[config.mk]
export PLATFORM = sky130hd
export DESIGN_NAME = ls_usb_rx
export DESIGN_NICKNAME = d
export VERILOG_FILES = /design/src/rtl/ls_usb_rx.sv
export SDC_FILE = /design/constraint.sdc
export NUM_CORES = 1
export LEC_CHECK = 0
export ABC_AREA = 1
export BUFFER_PORTS_ARGS = -buffer_cell sky130_fd_sc_hd__buf_2
export CELL_PAD_IN_SITES_DETAIL_PLACEMENT = 0
export CELL_PAD_IN_SITES_GLOBAL_PLACEMENT = 2
export CORE_MARGIN = 2
export CORE_UTILIZATION = 39
export DETAILED_ROUTE_END_ITERATION = 10
export PLACE_DENSITY_LB_ADDON = 0.05
export REMOVE_ABC_BUFFERS = 1
export SLEW_MARGIN = 20
export SYNTH_ARGS = -nofsm -noshare
export SYNTH_HDL_FRONTEND = slang
export SYNTH_SLANG_ARGS = --single-unit
[constraint.sdc]
create_clock -name clk -period 3.95 [get_ports clk]
set_input_delay 0 -clock clk [delete_from_list [all_inputs] [get_ports clk]]
set_output_delay 0 -clock clk [all_outputs]
set_load 0.02 [all_outputs]
[src/rtl/ls_usb_rx.sv]
module ls_usb_rx #(
  parameter int CLKS_PER_BIT = 8,
  parameter int SAMPLE_PHASE = 4,
  parameter int MAX_BYTES    = 8,
  parameter int SYNC_TIMEOUT = 96
) (
  input  logic                           clk,
  input  logic                           rst_n,
  input  logic                           usb_dp,
  input  logic                           usb_dm,
  output logic [7:0]                     rx_data,
  output logic                           rx_valid,
  output logic                           rx_eop,
  output logic                           rx_overflow,
  output logic                           rx_sync_err,
  output logic                           rx_active,
  output logic [$clog2(MAX_BYTES+1)-1:0] rx_count
);
  localparam int PW = $clog2(CLKS_PER_BIT);
  localparam int CW = $clog2(MAX_BYTES + 1);
  localparam int TW = $clog2(SYNC_TIMEOUT + 1);

  typedef enum logic [2:0] {S_IDLE, S_ARM, S_HUNT, S_CHECK, S_RECV, S_DRAIN} state_t;

  state_t        state;
  logic [1:0]    dp_ff, dm_ff;
  logic          dm_d, j_d;
  logic [PW-1:0] phase;
  logic [TW-1:0] tmr;
  logic          chk_seen;
  logic          last_dm;
  logic [2:0]    ones;
  logic [2:0]    bitpos;
  logic [7:0]    shreg;
  logic [CW-1:0] nbytes;

  wire dp_s      = dp_ff[1];
  wire dm_s      = dm_ff[1];
  wire line_j    = dm_s & ~dp_s;
  wire line_k    = dp_s & ~dm_s;
  wire line_se0  = ~dp_s & ~dm_s;
  wire dm_edge   = dm_s ^ dm_d;
  wire k_edge    = line_k & j_d;
  wire sample_pt = (phase == PW'(SAMPLE_PHASE));
  wire dec_bit   = (dm_s == last_dm);
  wire [7:0] next_byte = {dec_bit, shreg[7:1]};

  assign rx_active = (state == S_RECV);
  assign rx_count  = nbytes;

  always_ff @(posedge clk or negedge rst_n) begin
    if (!rst_n) begin
      dp_ff <= 2'b00;
      dm_ff <= 2'b11;
      dm_d  <= 1'b1;
      j_d   <= 1'b0;
      phase <= '0;
    end else begin
      dp_ff <= {dp_ff[0], usb_dp};
      dm_ff <= {dm_ff[0], usb_dm};
      dm_d  <= dm_s;
      j_d   <= line_j;
      if (dm_edge)
        phase <= PW'(1);
      else if (phase == PW'(CLKS_PER_BIT - 1))
        phase <= '0;
      else
        phase <= phase + 1'b1;
    end
  end

  always_ff @(posedge clk or negedge rst_n) begin
    if (!rst_n) begin
      state       <= S_IDLE;
      tmr         <= '0;
      chk_seen    <= 1'b0;
      last_dm     <= 1'b0;
      ones        <= '0;
      bitpos      <= '0;
      shreg       <= '0;
      nbytes      <= '0;
      rx_data     <= '0;
      rx_valid    <= 1'b0;
      rx_eop      <= 1'b0;
      rx_overflow <= 1'b0;
      rx_sync_err <= 1'b0;
    end else begin
      rx_valid    <= 1'b0;
      rx_eop      <= 1'b0;
      rx_overflow <= 1'b0;
      rx_sync_err <= 1'b0;
      case (state)
        S_IDLE: if (line_j) state <= S_ARM;
        S_ARM: if (line_k) begin
          state <= S_HUNT;
          tmr   <= '0;
        end
        S_HUNT, S_CHECK: begin
          tmr <= tmr + 1'b1;
          if (state == S_HUNT && k_edge) begin
            state    <= S_CHECK;
            chk_seen <= 1'b0;
          end else if (state == S_CHECK && sample_pt) begin
            if (!chk_seen)
              chk_seen <= 1'b1;
            else if (line_k) begin
              state   <= S_RECV;
              last_dm <= 1'b0;
              ones    <= 3'd1;
              bitpos  <= '0;
              nbytes  <= '0;
            end else
              state <= S_HUNT;
          end else if (tmr >= TW'(SYNC_TIMEOUT - 1)) begin
            state       <= S_IDLE;
            rx_sync_err <= 1'b1;
          end
        end
        S_RECV: if (sample_pt) begin
          if (line_se0 && bitpos != 3'd0) begin
            state  <= S_IDLE;
            rx_eop <= 1'b1;
          end else begin
            last_dm <= dm_s;
            if (ones == 3'd6)
              ones <= '0;
            else begin
              shreg  <= next_byte;
              ones   <= dec_bit ? ones + 1'b1 : 3'd0;
              bitpos <= bitpos + 1'b1;
              if (bitpos == 3'd7) begin
                if (nbytes == CW'(MAX_BYTES)) begin
                  state       <= S_DRAIN;
                  rx_overflow <= 1'b1;
                end else begin
                  rx_data  <= next_byte;
                  rx_valid <= 1'b1;
                  nbytes   <= nbytes + 1'b1;
                end
              end
            end
          end
        end
        S_DRAIN: if (line_se0) state <= S_IDLE;
        default: state <= S_IDLE;
      endcase
    end
  end

  a_r12_one_pulse: assert property (@(posedge clk) disable iff (!rst_n)
    $onehot0({rx_valid, rx_eop, rx_overflow, rx_sync_err}));
  a_r7_valid_in_packet: assert property (@(posedge clk) disable iff (!rst_n)
    rx_valid |-> rx_active);
  a_r8_eop_closes: assert property (@(posedge clk) disable iff (!rst_n)
    rx_eop |-> !rx_active);
  a_r10_ovf_closes: assert property (@(posedge clk) disable iff (!rst_n)
    rx_overflow |-> !rx_active);
  a_r10_count_bound: assert property (@(posedge clk) disable iff (!rst_n)
    rx_count <= CW'(MAX_BYTES));
  a_r2_start_empty: assert property (@(posedge clk) disable iff (!rst_n)
    $rose(rx_active) |-> rx_count == '0);
  a_r6_run_limit: assert property (@(posedge clk) disable iff (!rst_n)
    ones <= 3'd6);
  a_r4_err_not_active: assert property (@(posedge clk) disable iff (!rst_n)
    rx_sync_err |-> !rx_active);
endmodule

==> flow_summary.toml, run 1 <==
[cts]
cts_buffers = 5
clockBufferDepth = 2
cts_setup_buffers = 0
cts-root-buf = "clkbuf_8"
clock_latency_ns = 0.30
cts_sinks = 50
cts.clk_slew.worst_paths_ns = 0.09
cts_resized = 0
htree_levels = 2
hold_buffers = 3
cts_tree = "yes"

[worst_setup_path]
worstRegToRegCells = 8
r2r_start = "dm_ff[1]"
crit_path_end_kind = "register"
start_kind = "register"
reg2reg_slack_ns = 2.18
worstPathMaxFanout = 18
worstPathRequired_ns = 4.19
arrival_ns = 2.01
r2r-end = "rx_count[1]"
critPathKind = "reg -> reg"

[floorplan]
core-area_um2 = 6030
dieArea_um2 = 6980
pin_count = 21
initial_core_util = 0.409
rows = 28
die_h_um = 83.5
die_x_um = 83.5

[logic_synthesis]
netlist_top_cells_count = "nand2_1, dfrtp_1, inv_1"
synthArstFlopShare = 1.00
synth_area_um2 = 2470
avgSynthCellArea_um2 = 8.94
synth_top_flop_cell = "dfrtp_1"
yosysMostFrequentCell = "nand2_1"
synth_top_area_cell = "dfrtp_1"
synth_edf_count = 0
synthTopCellsByArea = "dfrtp_1, nand2_1, ha_1"
ys_seq_area_frac = 0.509
yosysWarningCount = 0
synth_top_area_frac = 0.477
synth_cell_type_count = 31
synth-seq-cells = 50
synth_cells = 276

[route]
drtAntennaViolNets = 0
drtPass1Iterations = 4
vias = 1753
drt_iter0_drc = 58
drcViolationCount = 0
viasPerCell = 4.61
avgRoutedWirePerCell_um = 12.6
routed_wirelength_um = 4800

[timing]
max_freq_mhz = 566
slew_violations = 0
fin_crit_sh = 0.447
fin_worst_hold_slack_ns = 0.336
fin_crit_ns = 1.77
fin_setup_tns_ns = 0
maxSlewHeadroom = 0.565
finalSetupViolCount = 0
worst_pin_slew_ns = 0.653
finalWorstSetupSlack_ns = 2.18
clock_skew_ns = 0.00558
rsz0062_at_grt = "false"
finalHoldViolCount = 0

[placed_design]
post-place-ws_ns = 2.17
postPlaceCellArea_um2 = 2640
dp_hpwl_um = 3510
gp_congestion = 0.777
io_buffer_count = 20

[final_layout]
fill_cells = 606
nets = 319
drive_gt1_frac = 0.184
diodes = 0
fin_util = 0.459
fin_area_um2 = 2760
multi_input_area_um2 = 1040
syn_to_final_growth_pct = 12.0
regArea_um2 = 1250

[power]
vdd_drop_max_mv = 0.190
p_leak_nw = 1.41
power_density_nw_per_um2 = 503

[global_route]
grt_overflow_total = 0
grt_pass1_vias = 1720
grtUsageMet3 = 0.0366
grt_max_degree = 51
grt_pass1_wl_um = 8250
met1_usage = 0.201
grt-busiest-layer = "met2"
grt_util_all_layers = 0.147
grt.met2_usage = 0.230
antenna_found_initial = 0

[flow_run]
maxCapViolCount = 0

[outcome]
outcome = "completed"

[worst_hold_path]
holdCritPathClass = "in -> async"
==> kinds of logic (layout without fill, tap and decap cells) <==
family                     after synthesis  count (layout)  synth area share
DFF                                     50              50             0.509
and+or+nand+nor                        132             132             0.249
AOI/OAI and AO/OA                       35              35            0.0877
xor gates and xnor gates                 8               8            0.0284
adders and majority gates               11              11            0.0558
buffers and inverters                   40              69            0.0700
==> through the flow <==
stage | instances | total power (W)
2_1_floorplan | 273 | 0.000980
3_3_place_gp | 369 | 0.00110
3_5_place_dp | 369 | 0.00110
4_1_cts | 380 | 0.00142
5_1_grt | 380 | 0.00152
6_report | 380 | 0.00139
==> registers in the layout, indices dropped and copies added, names as in the netlist, 2 cells and up <==
signal and count:
ones 3, rx_count 4, dp_ff 2, bitpos 3
state 3, shreg 7, phase 3, tmr 7
rx_data 8, dm_ff 2
==> critical path, cell delays in order, from the launching register on <==
cell and delay [ns]:
dfstp_2 0.65, nor2_2 0.07, nand2_2 0.12, nand2_1 0.15, nor2_8 0.27, nand2_4 0.20, inv_1 0.13, nand2_1 0.05
nand2_1 0.05
==> final cells by class <==
cell class,instances,area share
sequential,50,0.454
multi-input combinational,186,0.376
inverter,37,0.0530
timing repair buffer,24,0.0498
tap,75,0.0340
clock buffer,7,0.0312
clock inverter,1,0.00181
==> worst max path at each step <==
stage | start | slack, ns | end | cells after the start
2_1_floorplan | dm_ff[1] | 2.41 | rx_count[1] | 8
3_3_place_gp | dm_ff[1] | 2.20 | rx_count[1] | 8
3_5_place_dp | dm_ff[1] | 2.17 | rx_count[1] | 8
4_1_cts | dm_ff[1] | 2.16 | rx_count[1] | 8
5_1_grt | dm_ff[1] | 2.04 | rx_data[0] | 8
6_report | dm_ff[1] | 2.18 | rx_count[1] | 8
==> per-layer routing <==
layer,up-vias,wire length (um)
met5,-,0
met4,0,45
met3,4,126
met2,19,2240
met1,806,2390
li1,924,-
==> cells in the final DEF, fill, tap and decap left out, types with 4 or more instances in the layout <==
cell type	count
buf_2	20
clkbuf_8	6
dfrtp_1	47
ha_1	11
inv_1	36
nand2_1	70
nand2_2	4
nand3_1	12
nor2_1	26
nor3_1	4
o21ai_0	18
o21ai_2	9
xor2_1	5
==> where the power goes <==
group,switching (W),internal [W],leakage [nW]
logic,0.000271,0.000140,0.701
clock network,0.000166,0.000142,0.0482
registers,0.0000782,0.000594,0.662
total,0.000515,0.000876,1.41
No activity file was read; power rests on OpenSTA's default activity.
==> run 2, diff against run 1 <==
--- a/config.mk
+++ b/config.mk
@@ -5,7 +5,7 @@
 export SDC_FILE = /design/constraint.sdc
 export NUM_CORES = 1
 export LEC_CHECK = 0
-export ABC_AREA = 1
+export ABC_AREA = 0
 export BUFFER_PORTS_ARGS = -buffer_cell sky130_fd_sc_hd__buf_2
 export CELL_PAD_IN_SITES_DETAIL_PLACEMENT = 0
 export CELL_PAD_IN_SITES_GLOBAL_PLACEMENT = 2
==> constraint.sdc (replaced) <==
create_clock -name clk -period 1.68 [get_ports clk]
set_input_delay 0 -clock clk [delete_from_list [all_inputs] [get_ports clk]]
set_output_delay 0 -clock clk [all_outputs]
set_load 0.02 [all_outputs]
==> run 2 against run 1 <==
  * The run now ends with negative setup slack left
  * Global-route usage grew 3.0 points
  * Clock power grew to 2.9 times the previous value
  * Maximum frequency shrank 5.7%
  * Sequential power grew 110%
  * Via count grew 3.4%
  * Die area shrank 3.1%
==> flow_summary.toml, run 2 <==
[route]
drtPass1Iterations = 4
viasPerCell = 5.10
vias = 1812
drcViolationCount = 0
drt_iter0_drc = 86
routed_wirelength_um = 5600
avgRoutedWirePerCell_um = 15.8
drtAntennaViolNets = 0

[floorplan]
core-area_um2 = 5920
pin_count = 21
dieArea_um2 = 6760
rows = 28
die_x_um = 82.2
initial_core_util = 0.403
die_h_um = 82.2

[cts]
htree_levels = 2
cts-root-buf = "clkbuf_8"
cts_sinks = 50
cts.clk_slew.worst_paths_ns = 0.09
cts_tree = "yes"
clock_latency_ns = 0.31
cts_buffers = 5
clockBufferDepth = 2

[final_layout]
regArea_um2 = 1250
diodes = 0
multi_input_area_um2 = 1230
nets = 294
syn_to_final_growth_pct = 39.4
drive_gt1_frac = 0.471
fin_cells = 355
largest_reg_flops = 8
mostFrequentLayoutCells = "dfrtp_1, buf_4, buf_2"
final_common_cell = "dfrtp_1"
fill_cells = 497
regMostFlops = "rx_data"
reg.largest.list = "rx_data: 8 flops, shreg: 7 flops, tmr: 7 flops"

[global_route]
grt_max_degree = 28
grt_overflow_total = 0
grt_util_all_layers = 0.176
grt_pass1_wl_um = 9000
grt_pass1_vias = 1824
antenna_found_initial = 0

[worst_setup_path]
worstPathMaxFanout = 3
start_kind = "register"
arrival_ns = 2.12
crit_path_end_kind = "register"
critPathKind = "reg -> reg"
worstPathRequired_ns = 1.92

[logic_synthesis]
synth_top_area_frac = 0.493
synth-seq-cells = 50
synthTopCellsByArea = "dfrtp_1, ha_1, mux2_2"
yosysWarningCount = 0
synth_area_um2 = 2390
synth_top_flop_cell = "dfrtp_1"
synthArstFlopShare = 1.00
synth_cell_type_count = 48
netlist_top_cells_count = "dfrtp_1, o21ai_0"
yosysMostFrequentCell = "dfrtp_1"
avgSynthCellArea_um2 = 11.6
ys_seq_area_frac = 0.526
synth_top_area_cell = "dfrtp_1"
synth_edf_count = 0
synth_cells = 206

[timing]
fin_crit_ns = 1.87
fin_crit_sh = 1.11
finalSetupViolCount = 18
finalHoldViolCount = 0
clock_skew_ns = 0.00776
slew_violations = 0
finalWorstSetupSlack_ns = -0.193
worst_pin_slew_ns = 0.579
fin_setup_tns_ns = -2.09
maxSlewHeadroom = 0.614
rsz0062_at_grt = "true"
max_freq_mhz = 534

[power]
p_int_w = 0.00231
switching_share = 0.288
combPwrFrac = 0.298
power_density_nw_per_um2 = 976
switching_power_w = 0.000936
p_leak_nw = 1.64
p_seq_frac = 0.430
clkPwrFrac = 0.272
vdd_drop_max_mv = 0.559

[worst_hold_path]
holdCritPathClass = "in -> async"

[placed_design]
dp_hpwl_um = 3910
dp_cells = 336
gp_congestion = 0.808
io_buffer_count = 20

[outcome]
violations = "negative setup slack"
outcome = "complete, but fails checks"

[flow_run]
maxCapViolCount = 0
run 2: worst paths after layout:
check	depth (start not counted)	start	endpoint	slack, ns
min in group clk	2	usb_dm	dm_ff[0]	0.33
max reg2reg	6	state[0]	rx_count[2]	-0.19
min	2	rst_n	tmr[4]	0.22
min reg2reg	0	dm_ff[0]	dm_ff[1]	0.36
max in group asynchronous	3	rst_n	rx_data[3]	0.93
max	6	state[0]	rx_count[2]	-0.19
run 2: cell type report:
type	count	share of cell area
clock buffers	7	0.0259
clock inverters	1	0.00902
inverters	11	0.0124
multi-input cells	137	0.370
flip-flops and latches	50	0.377
well taps	75	0.0282
repair buffers	74	0.177
run 2: logic make-up (layout without fill, tap and decap cells):
kind of cell    Yosys count  count (layout)  share of synthesized area
compound gates           38              38                      0.111
xor+xnor                  9               9                     0.0330
fa+ha+maj                11              11                     0.0577
buf+inv                  19              93                     0.0383
flops                    50              50                      0.526
mux                      20              20                     0.0933
simple gates             59              59                      0.142
run 2: through the flow:
stage                      util  area (um2)  power (W)  hold WS (ns)  setup slack (ns)
after floorplan               -        2340    0.00186        -0.296            -0.394
after global placement    0.488        2890    0.00218        0.0221            -0.172
after detailed placement  0.488        2890    0.00222        0.0364            -0.233
after CTS                 0.545        3230    0.00322         0.242            -0.160
after global routing      0.562        3330    0.00343         0.279            -0.257
final                     0.562        3330    0.00325         0.218            -0.193
run 2: worst max-delay path: stages, from the launching register on:
cell	delay, ns
dfrtp_1	0.39
or3b_4	0.44
buf_12	0.15
a211oi_4	0.18
nand4_1	0.14
or4_1	0.42
o21ai_1	0.08
run 2: power by group through the flow:
stage                     clock, W  sequential, W  combinational [W]
after global placement           0        0.00141           0.000772
after detailed placement         0        0.00142           0.000806
final                     0.000885        0.00140           0.000968
after CTS                 0.000905        0.00139           0.000917
after global routing      0.000962        0.00141            0.00106
after floorplan                  0        0.00146           0.000400
run 2: layer usage:
| layer | wire, um | global-route usage | vias up |
|---|---|---|---|
| met1 | 2520 | 0.232 | 898 |
| met5 | 0 | 0 | - |
| met4 | 78 | 0.0600 | 0 |
| met2 | 2810 | 0.290 | 43 |
| li1 | - | - | 864 |
| met3 | 191 | 0.0359 | 7 |
run 2: timing repair:
action	CTS	global route
buffers inserted	6	3
setup endpoints to repair	29	30
endpoints found under the hold margin	22	0
gates resized for setup	39	19
hold buffers	3	0
gates cloned	0	0
pin swaps	11	11
==> run 3, diff against run 2 <==
--- a/config.mk
+++ b/config.mk
@@ -9,6 +9,7 @@
 export BUFFER_PORTS_ARGS = -buffer_cell sky130_fd_sc_hd__buf_2
 export CELL_PAD_IN_SITES_DETAIL_PLACEMENT = 0
 export CELL_PAD_IN_SITES_GLOBAL_PLACEMENT = 2
+export CORE_ASPECT_RATIO = 1.1
 export CORE_MARGIN = 2
 export CORE_UTILIZATION = 39
 export DETAILED_ROUTE_END_ITERATION = 10
==> run 3 against run 2 <==
  * Routed wire length fell by 6.2%
  * Worst hold slack lost 0.0077 ns
  * Setup slack lost 0.045 ns
  * Sequential power about the same
  * Flip-flop and latch count unchanged
  * Global-route usage down 0.71 points
  * Highest routed layer unchanged
  * The flow still finishes with violations (negative setup slack)
  * Via count grew 0.17%
  * Non-clock buffer count rose by 3
  * Total power down 3.6%
  * Clock skew rose by 0.0020 ns
  * Critical path depth is 1 higher
==> flow_summary.toml, run 3 (same netlist as run 2, synthesis figures left out) <==
[power]
clkPwrFrac = 0.240
total_power_w = 0.00313
switching_power_w = 0.000975
switching_share = 0.311
power_density_nw_per_um2 = 953
combPwrFrac = 0.314
p_seq_frac = 0.445
p_int_w = 0.00216
vdd_drop_max_mv = 0.551
p_leak_nw = 1.65

[final_layout]
largest_reg_flops = 8
syn_to_final_growth_pct = 37.7
reg.largest.list = "rx_data: 8 flops, shreg: 7 flops, tmr: 7 flops"
final_common_cell = "dfrtp_1"
fin_util = 0.563
fin_area_um2 = 3290
nets = 297
drive_gt1_frac = 0.452
mostFrequentLayoutCells = "dfrtp_1, buf_4, buf_2"
diodes = 0
regMostFlops = "rx_data"

[floorplan]
rows = 29
core-area_um2 = 5840
dieArea_um2 = 6760
pin_count = 21
die_h_um = 86.1
initial_core_util = 0.409
die_x_um = 78.6

[global_route]
grt_pass1_vias = 1874
grt_max_degree = 31
grt_pass1_wl_um = 8960
grt_util_all_layers = 0.169
grt_overflow_total = 0
antenna_found_initial = 0

[route]
viasPerCell = 5.04
vias = 1815
avgRoutedWirePerCell_um = 14.6
drtPass1Iterations = 4
drtAntennaViolNets = 0
drcViolationCount = 0
routed_wirelength_um = 5250
drt_iter0_drc = 69

[timing]
worst_pin_slew_ns = 0.600
finalWorstSetupSlack_ns = -0.238
max_freq_mhz = 521
clock_skew_ns = 0.00971
fin_setup_tns_ns = -2.78
maxSlewHeadroom = 0.597
fin_crit_sh = 1.14
fin_worst_hold_slack_ns = 0.211
rsz0062_at_grt = "true"
slew_violations = 0
finalSetupViolCount = 21
finalHoldViolCount = 0
fin_crit_ns = 1.92

[cts]
cts_buffers = 5
cts-root-buf = "clkbuf_8"
cts_sinks = 50
clock_latency_ns = 0.31
htree_levels = 2
cts_tree = "yes"
cts.clk_slew.worst_paths_ns = 0.10
clockBufferDepth = 2

[worst_setup_path]
reg2reg_slack_ns = -0.24
crit_path_end = "state[0]"
critPathKind = "reg -> reg"
critPathLaunch = "state[1]"
worstPathRequired_ns = 1.88
arrival_ns = 2.12
worstRegToRegCells = 7
r2r_start = "state[1]"
start_kind = "register"
worstPathMaxFanout = 4
crit_path_end_kind = "register"
r2r-end = "state[0]"

[placed_design]
postPlaceCellArea_um2 = 2880
gp_congestion = 0.861
dp_hpwl_um = 3670
io_buffer_count = 20

[outcome]
outcome = "complete, but fails checks"
violations = "negative setup slack"

[worst_hold_path]
holdCritPathClass = "in -> async"

[flow_run]
maxCapViolCount = 0
run 3: how the worst min path moves through the flow:
| stage | startpoint | endpoint | slack (ns) | depth (start not counted) |
|---|---|---|---|---|
| final | rst_n | tmr[2] | 0.21 | 2 |
| after global routing | rst_n | tmr[2] | 0.25 | 2 |
| after CTS | rst_n | state[2] | 0.23 | 2 |
| after detailed placement | rst_n | tmr[2] | 0.02 | 1 |
| after global placement | rst_n | tmr[2] | 0.01 | 1 |
| after floorplan | rst_n | bitpos[0] | -0.30 | 0 |
run 3: worst max-delay path: stages, from the launching register on:
cell       delay, ns
dfrtp_1         0.40
or3b_4          0.43
buf_6           0.15
buf_4           0.13
a21oi_4         0.13
o21ai_2         0.10
o2111ai_4       0.13
mux2_4          0.34
run 3: power groups by stage:
stage	sequential (W)	combinational [W]	clock, W
global route	0.00141	0.00109	0.000840
CTS	0.00139	0.000941	0.000782
floorplan	0.00146	0.000400	0
global placement	0.00141	0.000802	0
finish	0.00140	0.000985	0.000754
detailed placement	0.00142	0.000827	0
run 3: final cells by class:
class,count,area [um2]
tap,77,96.3
fill,538,2550
sequential,50,1250
multi-input combinational,137,1200
timing repair buffer,77,599
clock buffer,5,68.8
inverter,11,41.3
clock inverter,3,28.8
run 3: per-layer routing:
metal,share of wire,wire [um],GRT usage
met1,0.44,2300,0.214
met2,0.50,2650,0.288
met3,0.039,205,0.0358
met4,0.018,97,0.0574
met5,0,0,0
run 3: metrics by stage:
step                      setup WS (ns)  cells
after CTS                        -0.202    355
after floorplan                  -0.394    198
final                            -0.238    360
after global routing             -0.325    360
after global placement           -0.240    338
after detailed placement         -0.296    338
run 3: repair_timing:
action / in CTS / in global routing
gates cloned: 1 / 0
gates resized for setup: 36 / 14
hold buffers: 3 / 0
endpoints found under the hold margin: 22 / 0
endpoints found under the setup margin: 30 / 30
pin swaps: 6 / 7
buffers inserted: 5 / 6
